$ cat src/rtl/i2ct_pkg.sv
package i2ct_pkg;
  localparam int BYTE_BITS = 8;
  localparam int ADDR_BITS = BYTE_BITS - 1;

  typedef enum logic [2:0] {
    ST_IDLE,
    ST_ADDR,
    ST_AACK,
    ST_WR,
    ST_WACK,
    ST_RD,
    ST_RACK
  } tgt_state_e;
endpackage

$ cat src/rtl/i2ct_line_sync.sv
module i2ct_line_sync #(
  parameter int STAGES = 2
) (
  input  logic clk,
  input  logic rst_n,
  input  logic scl_in,
  input  logic sda_in,
  output logic scl_s,
  output logic sda_s,
  output logic scl_rise,
  output logic scl_fall,
  output logic start_cond,
  output logic stop_cond
);
  logic [STAGES-1:0] scl_pipe, sda_pipe;
  logic scl_q, sda_q;

  always_ff @(posedge clk or negedge rst_n) begin
    if (!rst_n) begin
      scl_pipe <= '1;
      sda_pipe <= '1;
      scl_q    <= 1'b1;
      sda_q    <= 1'b1;
    end else begin
      scl_pipe <= {scl_pipe[STAGES-2:0], scl_in};
      sda_pipe <= {sda_pipe[STAGES-2:0], sda_in};
      scl_q    <= scl_pipe[STAGES-1];
      sda_q    <= sda_pipe[STAGES-1];
    end
  end

  assign scl_s      = scl_pipe[STAGES-1];
  assign sda_s      = sda_pipe[STAGES-1];
  assign scl_rise   = scl_s & ~scl_q;
  assign scl_fall   = ~scl_s & scl_q;
  // SDA edge while SCL stays high marks a bus condition
  assign start_cond = scl_s & scl_q & sda_q & ~sda_s;
  assign stop_cond  = scl_s & scl_q & ~sda_q & sda_s;
endmodule

$ cat src/rtl/i2ct_hold_timer.sv
module i2ct_hold_timer #(
  parameter int HOLD_SHORT = 2,
  parameter int HOLD_LONG  = 15
) (
  input  logic clk,
  input  logic rst_n,
  input  logic en,
  input  logic hold_long,
  input  logic scl_fall,
  input  logic want_low,
  output logic sda_oe
);
  localparam int HMAX = (HOLD_LONG > HOLD_SHORT) ? HOLD_LONG : HOLD_SHORT;
  localparam int CW   = $clog2(HMAX + 1);

  logic [CW-1:0] cnt;

  always_ff @(posedge clk or negedge rst_n) begin
    if (!rst_n) begin
      cnt    <= '0;
      sda_oe <= 1'b0;
    end else if (!en) begin
      cnt    <= '0;
      sda_oe <= 1'b0;
    end else if (scl_fall) begin
      cnt <= hold_long ? CW'(HOLD_LONG) : CW'(HOLD_SHORT);
    end else if (cnt != '0) begin
      cnt <= cnt - 1'b1;
      if (cnt == CW'(1)) sda_oe <= want_low;
    end
  end
endmodule

$ cat src/rtl/i2ct_proto_fsm.sv
module i2ct_proto_fsm
  import i2ct_pkg::*;
(
  input  logic                 clk,
  input  logic                 rst_n,
  input  logic                 en,
  input  logic [ADDR_BITS-1:0] own_addr,
  input  logic                 scl_rise,
  input  logic                 scl_fall,
  input  logic                 sda_s,
  input  logic                 start_cond,
  input  logic                 stop_cond,
  input  logic                 sda_oe,
  input  logic [BYTE_BITS-1:0] tx_data,
  input  logic                 tx_valid,
  output logic                 tx_ready,
  output logic [BYTE_BITS-1:0] rx_data,
  output logic                 rx_valid,
  output logic                 want_low,
  output logic                 addressed,
  output logic                 coll
);
  localparam int BW = BYTE_BITS;
  localparam int CW = $clog2(BW + 1);

  tgt_state_e    state;
  logic [CW-1:0] bit_cnt;
  logic [BW-1:0] shreg, txsh;
  logic          rw, mack;
  logic          last_bit;
  logic [BW-1:0] tx_pick;

  assign last_bit  = (bit_cnt == CW'(BW));
  assign tx_pick   = tx_valid ? tx_data : '1;
  assign addressed = (state != ST_IDLE);

  always_ff @(posedge clk or negedge rst_n) begin
    if (!rst_n) begin
      state    <= ST_IDLE;
      bit_cnt  <= '0;
      shreg    <= '0;
      txsh     <= '1;
      rw       <= 1'b0;
      mack     <= 1'b0;
      want_low <= 1'b0;
      rx_data  <= '0;
      rx_valid <= 1'b0;
      tx_ready <= 1'b0;
      coll     <= 1'b0;
    end else begin
      rx_valid <= 1'b0;
      tx_ready <= 1'b0;
      coll     <= 1'b0;
      if (!en) begin
        state    <= ST_IDLE;
        bit_cnt  <= '0;
        want_low <= 1'b0;
      end else if (start_cond) begin
        state    <= ST_ADDR;
        bit_cnt  <= '0;
        want_low <= 1'b0;
      end else if (stop_cond) begin
        state    <= ST_IDLE;
        want_low <= 1'b0;
      end else begin
        unique case (state)
          ST_ADDR, ST_WR: begin
            if (scl_rise) begin
              shreg   <= {shreg[BW-2:0], sda_s};
              bit_cnt <= bit_cnt + 1'b1;
            end else if (scl_fall && last_bit) begin
              bit_cnt <= '0;
              if (state == ST_ADDR) begin
                if (shreg[BW-1:1] == own_addr) begin
                  rw       <= shreg[0];
                  want_low <= 1'b1;
                  state    <= ST_AACK;
                end else begin
                  state <= ST_IDLE;
                end
              end else begin
                rx_data  <= shreg;
                rx_valid <= 1'b1;
                want_low <= 1'b1;
                state    <= ST_WACK;
              end
            end
          end
          ST_AACK: begin
            if (scl_fall) begin
              if (rw) begin
                txsh     <= tx_pick;
                tx_ready <= tx_valid;
                want_low <= ~tx_pick[BW-1];
                state    <= ST_RD;
              end else begin
                want_low <= 1'b0;
                state    <= ST_WR;
              end
            end
          end
          ST_WACK: begin
            if (scl_fall) begin
              want_low <= 1'b0;
              state    <= ST_WR;
            end
          end
          ST_RD: begin
            if (scl_rise) begin
              bit_cnt <= bit_cnt + 1'b1;
              if (!sda_oe && !sda_s) coll <= 1'b1;
            end else if (scl_fall) begin
              if (last_bit) begin
                bit_cnt  <= '0;
                want_low <= 1'b0;
                state    <= ST_RACK;
              end else begin
                txsh     <= {txsh[BW-2:0], 1'b0};
                want_low <= ~txsh[BW-2];
              end
            end
          end
          ST_RACK: begin
            if (scl_rise) begin
              mack <= ~sda_s;
            end else if (scl_fall) begin
              if (mack) begin
                txsh     <= tx_pick;
                tx_ready <= tx_valid;
                want_low <= ~tx_pick[BW-1];
                state    <= ST_RD;
              end else begin
                state <= ST_IDLE;
              end
            end
          end
          default: ;
        endcase
      end
    end
  end
endmodule

$ cat src/rtl/i2c_target_hold.sv
module i2c_target_hold #(
  parameter int SYNC_STAGES = 2,
  parameter int HOLD_SHORT  = 2,
  parameter int HOLD_LONG   = 15
) (
  input  logic       clk,
  input  logic       rst_n,
  input  logic       en,
  input  logic       hold_long,
  input  logic [6:0] own_addr,
  input  logic       scl_in,
  input  logic       sda_in,
  output logic       sda_out,
  output logic       sda_oe,
  output logic [7:0] rx_data,
  output logic       rx_valid,
  input  logic [7:0] tx_data,
  input  logic       tx_valid,
  output logic       tx_ready,
  output logic       addressed,
  output logic       coll
);
  logic scl_s, sda_s, scl_rise, scl_fall, start_cond, stop_cond;
  logic want_low;

  assign sda_out = 1'b0;

  i2ct_line_sync #(.STAGES(SYNC_STAGES)) sync_i (
    .clk(clk), .rst_n(rst_n), .scl_in(scl_in), .sda_in(sda_in),
    .scl_s(scl_s), .sda_s(sda_s), .scl_rise(scl_rise), .scl_fall(scl_fall),
    .start_cond(start_cond), .stop_cond(stop_cond)
  );

  i2ct_proto_fsm fsm_i (
    .clk(clk), .rst_n(rst_n), .en(en), .own_addr(own_addr),
    .scl_rise(scl_rise), .scl_fall(scl_fall), .sda_s(sda_s),
    .start_cond(start_cond), .stop_cond(stop_cond), .sda_oe(sda_oe),
    .tx_data(tx_data), .tx_valid(tx_valid), .tx_ready(tx_ready),
    .rx_data(rx_data), .rx_valid(rx_valid), .want_low(want_low),
    .addressed(addressed), .coll(coll)
  );

  i2ct_hold_timer #(.HOLD_SHORT(HOLD_SHORT), .HOLD_LONG(HOLD_LONG)) hold_i (
    .clk(clk), .rst_n(rst_n), .en(en), .hold_long(hold_long),
    .scl_fall(scl_fall), .want_low(want_low), .sda_oe(sda_oe)
  );
endmodule

$ cat config.mk
export PLATFORM = sky130hd
export DESIGN_NAME = i2c_target_hold
export DESIGN_NICKNAME = d
export VERILOG_FILES = /design/src/rtl/i2ct_pkg.sv /design/src/rtl/i2ct_line_sync.sv /design/src/rtl/i2ct_hold_timer.sv /design/src/rtl/i2ct_proto_fsm.sv /design/src/rtl/i2c_target_hold.sv
export SDC_FILE = /design/constraint.sdc
export NUM_CORES = 1
export LEC_CHECK = 0
export ABC_AREA = 1
export BUFFER_PORTS_ARGS = -buffer_cell sky130_fd_sc_hd__buf_2
export CORE_MARGIN = 2
export CORE_UTILIZATION = 61
export CTS_CLUSTER_SIZE = 14
export DETAILED_ROUTE_END_ITERATION = 12
export PLACE_DENSITY = 0.84
export SETUP_SLACK_MARGIN = 0.1
export SLEW_MARGIN = 20
export SYNTH_ARGS = -nofsm -noshare
export SYNTH_HDL_FRONTEND = slang
export SYNTH_SLANG_ARGS = --single-unit
$ cat constraint.sdc
create_clock -name clk -period 3.5 [get_ports clk]
set_input_delay 0.525 -clock clk [delete_from_list [all_inputs] [get_ports clk]]
set_output_delay 0.525 -clock clk [all_outputs]
set_load 0.01 [all_outputs]
; ---- After elaboration in Yosys (flattened, before gate mapping)
; Cells that the tools add are included.
[word_totals]
reg_bits = 47
input_bits = 22
elab_cells = 174
[classes]
n_addsub = 2
eq_ne = 38
n_mux = 83
bitwise = 17
n_reduce_logical = 17
[op_table]
columns = operator, n
row1 = two-way mux 7 bit, 8
row2 = "!= test 5 x 2 -> 1 bit, second input constant", 10
row3 = two-way mux 4 bit, 12
row4 = two-way mux 3 bit, 15
row5 = two-way mux 1 bit, 41
row6 = one-hot mux 7 bit (3 select lines), 1
row7 = "!= test 5 bit, second input constant", 3
row8 = one-hot mux 3 bit (5 select lines), 1
row9 = AND reduction 5 bit, 3
row10 = "!= test 2 x 1 -> 1 bit, second input constant", 7
row11 = AND reduction 12 bit, 1
row12 = AND reduction 11 bit, 1
row13 = inverter 1 bit, 10
row14 = AND reduction 10 bit, 1
row15 = "== test 3 bit, second input constant", 3
row16 = two-way mux 8 bit, 1
row17 = "!= test 2 bit, second input constant", 4
row18 = "!= test 8 x 1 -> 1 bit, second input constant", 1
row19 = one-hot mux 4 bit (2 select lines), 1
row20 = AND reduction 8 bit, 1
row21 = bitwise AND 1 bit, 7
row22 = == test 7 bit, 1
row23 = AND reduction 7 bit, 1
row24 = "== test 3 x 2 -> 1 bit, second input constant", 2
row25 = 18 further kinds, 21

; ---- Logic depth before layout (Yosys ltp)
[logic_depth]
ltp_word = 9
mapped_depth = 11
ltp_nobuf = 11

; ---- Hierarchy
; Synthesis repeated with hierarchy kept, for this count alone.
[unflattened]
hier_cells = 332
hier_area_um2 = 2557.5
[by_module_without_submodules]
columns = module, instances, cells_each, area_each_um2, seq_area_each_um2
row1 = i2ct_proto_fsm, 1, 273, 2026.9, 909.6
row2 = i2ct_hold_timer, 1, 40, 320.3, 125.1
row3 = i2ct_line_sync, 1, 17, 198.9, 157.7
row4 = i2c_target_hold, 1, 2, 11.3, 0.0

; ---- Least setup slack after synthesis
; OpenSTA, ideal clock, no wires.
[synth_path]
kind = register to register
start = register fsm_i.bit_cnt[0]
end = register fsm_i.want_low
arrival_ns = 1.388
slack_ns = 1.996
path_stages_with_launch = 12
n_path_buf = 0
period_less_slack_ns = 1.504
path_cell_list = dfrtp_1 -> inv_1 -> ha_1 -> nand3_1 -> nor2_1 -> nand2_1 -> inv_1 -> nor2_1 -> nor2_1 -> nand3_1 -> nand2_1 -> nand2_1
[synth_via]
elab_chain_len = 8
word_cells_on_any_way = 11
[synth_lines]
columns = element, line_no
row1 = from (decl), i2ct_proto_fsm.sv:27  ; logic [CW-1:0] bit_cnt;
row2 = from (signal assigned), i2ct_proto_fsm.sv:70  ; bit_cnt <= bit_cnt + 1'b1;
row3 = from (signal assigned), i2ct_proto_fsm.sv:110  ; bit_cnt <= bit_cnt + 1'b1;
row4 = == test 4 bit *, i2ct_proto_fsm.sv:33  ; assign last_bit = (bit_cnt == CW'(BW));
row5 = two-way mux 1 bit, i2ct_proto_fsm.sv:113  ; if (last_bit) begin
row6 = two-way mux 1 bit, i2ct_proto_fsm.sv:112  ; end else if (scl_fall) begin
row7 = two-way mux 1 bit, i2ct_proto_fsm.sv:109  ; if (scl_rise) begin
row8 = one-hot mux 1 bit (5 select lines), i2ct_proto_fsm.sv:66  ; unique case (state)
row9 = two-way mux 1 bit, i2ct_proto_fsm.sv:62  ; end else if (stop_cond) begin
row10 = two-way mux 1 bit, i2ct_proto_fsm.sv:58  ; end else if (start_cond) begin
row11 = two-way mux 1 bit, i2ct_proto_fsm.sv:54  ; if (!en) begin
row12 = to (signal assigned), i2ct_proto_fsm.sv:94  ; want_low <= ~tx_pick[BW-1];
row13 = to (signal assigned), i2ct_proto_fsm.sv:119  ; want_low <= ~txsh[BW-2];
row14 = to (signal assigned), i2ct_proto_fsm.sv:130  ; want_low <= ~tx_pick[BW-1];
row15 = to (decl), i2ct_proto_fsm.sv:19  ; output logic want_low,
; Mark *: on every way between the ends. The rest lies on a longest branch, timed or not. The select of a mux whose other input is x is not followed.
; A chain may end at the register's enable or synchronous reset.

; ---- Final worst setup path
[layout_path]
start = register fsm_i.state[0]
end = output port addressed
[layout_via]
elab_chain_len = 1
[layout_lines]
columns = element, line_no
row1 = from (decl), i2ct_proto_fsm.sv:26  ; tgt_state_e state;
row2 = from (signal assigned), i2ct_proto_fsm.sv:39  ; state <= ST_IDLE;
row3 = from (signal assigned), i2ct_proto_fsm.sv:55  ; state <= ST_IDLE;
row4 = from (signal assigned), i2ct_proto_fsm.sv:59  ; state <= ST_ADDR;
row5 = nonzero test 3 bit, i2ct_proto_fsm.sv:35  ; assign addressed = (state != ST_IDLE);
row6 = to (decl), i2c_target_hold.sv:20  ; output logic addressed,
; Every way passes these cells.

==> impl_metrics.tcl <==
set metrics [dict create \
    syn_nets 361 \
    vias_per_cell 5.34 \
    drt-pass1-iter-count 4 \
    synthCells 335 \
    place.gp.congestion 0.938 \
    grtUsageTotal_pct 25.2 \
    cts.clk_slew.worst_paths_ps 90 \
    clkSinkCount 47 \
    synth_area_leader_cell "dfrtp_1" \
    min_path_type "input pin to async pin" \
    die_x_um 68.7 \
    io_buffer_count 34 \
    cts_resized 0 \
    synth_fa_ha_area_share_pct 1.96 \
    synth_area_um2 2550 \
    run_status "completed" \
    critPathRequiredTime_ps 2970 \
    vias 2254 \
    synth_edf_count 0 \
    synth_compound_area_share_pct 10.9 \
    synth_simple_gate_area_share_pct 31.5 \
    timing.final.crit_period_ps 1790 \
    synth_flop_cell "dfrtp_1" \
    max_cap_viol_count 0 \
    slew_viol_final 0 \
    powerDensity_nw_per_um2 539 \
    leakage_nw 1.47 \
    cts_setup_buffers 0 \
    first_iter_violations 217 \
    vdd_drop_max_mv 0.398 \
    ys_async_sr_fraction_pct 100 \
    worst_pin_slew_ps 562 \
    dieArea_um2 4720 \
    root_buffer "clkbuf_8" \
    clock_skew_ps 8.37 \
    drt_wl_total_mm 5.16 \
    p_total_mw 1.53 \
    pin_count 36 \
    cts_buffers 5 \
    multi_input_area_um2 1150 \
    mostFrequentLayoutCell "nand2_1" \
    synth-xor-area-share_pct 0.686 \
    first_global_vias 2056 \
    synth_cell_types 34 \
    ant_nets 0 \
    yosysSeqAreaShare_pct 46.7 \
    max_slew_margin_pct 62.5 \
    diodes 0 \
    synth_top_family_by_area "simple AND/OR/NAND/NOR gates" \
    fillers 340 \
    core_area_um2 4030 \
    utilization_pct 70.3 \
    h-tree-depth 2 \
    ys.warnings.count 0 \
    finalHoldViolCount 0 \
    syn_to_final_growth_pct 11.0 \
    fin_setup_tns_ps 0 \
    synth_area_leaders "dfrtp_1 (33%), nand2_1 (16%), dfstp_2 (13%), inv_1 (5.7%), o21ai_0 (5.3%)" \
    place_area_um2 2750 \
    synth_seq_cells 47 \
    avgSynthCellArea_um2 7.62 \
    grt_antenna_before_repair 0 \
    layout_common_cells "nand2_1 (106), inv_1 (39), dfrtp_1 (34)" \
    yosys.area.top_type_share_pct 33.3 \
    dp.final_hpwl_mm 3.84 \
    synthMuxAreaShare_pct 0 \
    drive_gt1_share_pct 19.6 \
    rows 23 \
    min_period_over_period_pct 51.1 \
    grt_max_degree 48 \
    cts_hold_buf 0 \
    cp-end-kind "output port" \
    critPathMaxFanout 8 \
    final_cell_area_um2 2830 \
    clock.fmax_mhz 559 \
    cts_tree "yes" \
    whs_ps 224 \
    drc 0 \
    critical_path_class "flop to output port" \
    rsz0062_at_grt "no" \
    arrival_ps 1260 \
    die_h_um 68.7 \
    initial_utilization_pct 63.4 \
    regArea_um2 1190 \
    overflow 0 \
    grt_pass1_wl_mm 8.87 \
    wl_per_cell_um 12.2 \
    nNetsFinal 397 \
    finalSetupViolCount 0 \
    clk_latency_ps 290 \
    clk_path_buf_depth 2 \
    crit_path_start_kind "flop" \
]
sequential cells by signal, summed over array words and instances (netlist names), 2 cells and up:
register	flops
fsm_i.rx_data	8
fsm_i.shreg	8
fsm_i.txsh	7
fsm_i.bit_cnt	4
hold_i.cnt	4
fsm_i.state	3
sync_i.scl_pipe	2
sync_i.sda_pipe	2
Yosys cell counts, types with 2 or more instances:
master and number:
a21oi_1 10, buf_4 3, dfrtp_1 34, dfstp_2 13, ha_1 4, inv_1 39
inv_2 3, nand2_1 106, nand2_2 3, nand2_4 4, nand3_1 23, nand3b_1 2
nand4_1 2, nor2_1 32, nor3_1 5, o211ai_1 2, o21ai_0 27, o21ai_1 6
o22ai_1 2
power by group:
| group | internal (mW) | switching [mW] | total [mW] |
|---|---|---|---|
| sequential | 0.663 | 0.0708 | 0.734 |
| clock | 0.137 | 0.171 | 0.308 |
| combinational | 0.166 | 0.319 | 0.486 |
routing by layer:
layer	global-route usage, %	wire length (µm)	part of all wire (%)
met1	32.4	2190	42
met2	41.8	2570	50
met3	5.68	314	6.1
met4	9.07	85	1.6
met5	0	0	0
kinds of logic (layout without fill, tap and decap cells):
group,count (synthesis),in the layout
AOI/OAI and AO/OA,50,50
other,1,1
xor gates and xnor gates,2,2
and+or+nand+nor,182,182
adders and majority gates,4,4
buffers and inverters,49,86
DFF,47,47
worst paths after layout:
kind                                    start            endpoint  slack, ps  cells past startpoint
max                            fsm_i.state[0]           addressed       1710                      3
min                                     rst_n    fsm_i.bit_cnt[2]        220                      1
max reg2reg                  fsm_i.bit_cnt[0]    fsm_i.rx_data[3]       1740                      7
min reg2reg                sync_i.sda_pipe[0]  sync_i.sda_pipe[1]        360                      0
max in group asynchronous               rst_n  sync_i.scl_pipe[1]       2900                      1
min in group clk                       sda_in  sync_i.sda_pipe[0]        330                      1
through the flow:
step                std cells  setup slack [ps]
global placement          414              1760
detailed placement        414              1760
CTS                       422              1720
floorplan                 335              2000
finish                    422              1710
global route              422              1510
worst max-delay path, stage by stage, from the launching register on:
cell,delay (ps)
dfrtp_1,460
nor2_1,290
nand2_1,80
buf_2,150
cell type report:
class / count / share of cell area (%)
Clock buffer: 5 / 2.43
Clock inverter: 3 / 0.530
Inverter: 44 / 5.96
Multi-Input combinational cell: 239 / 40.7
Sequential cell: 47 / 42.1
Tap cell: 50 / 2.21
Timing Repair Buffer: 34 / 6.09
Power figures use the tool's default switching activity.
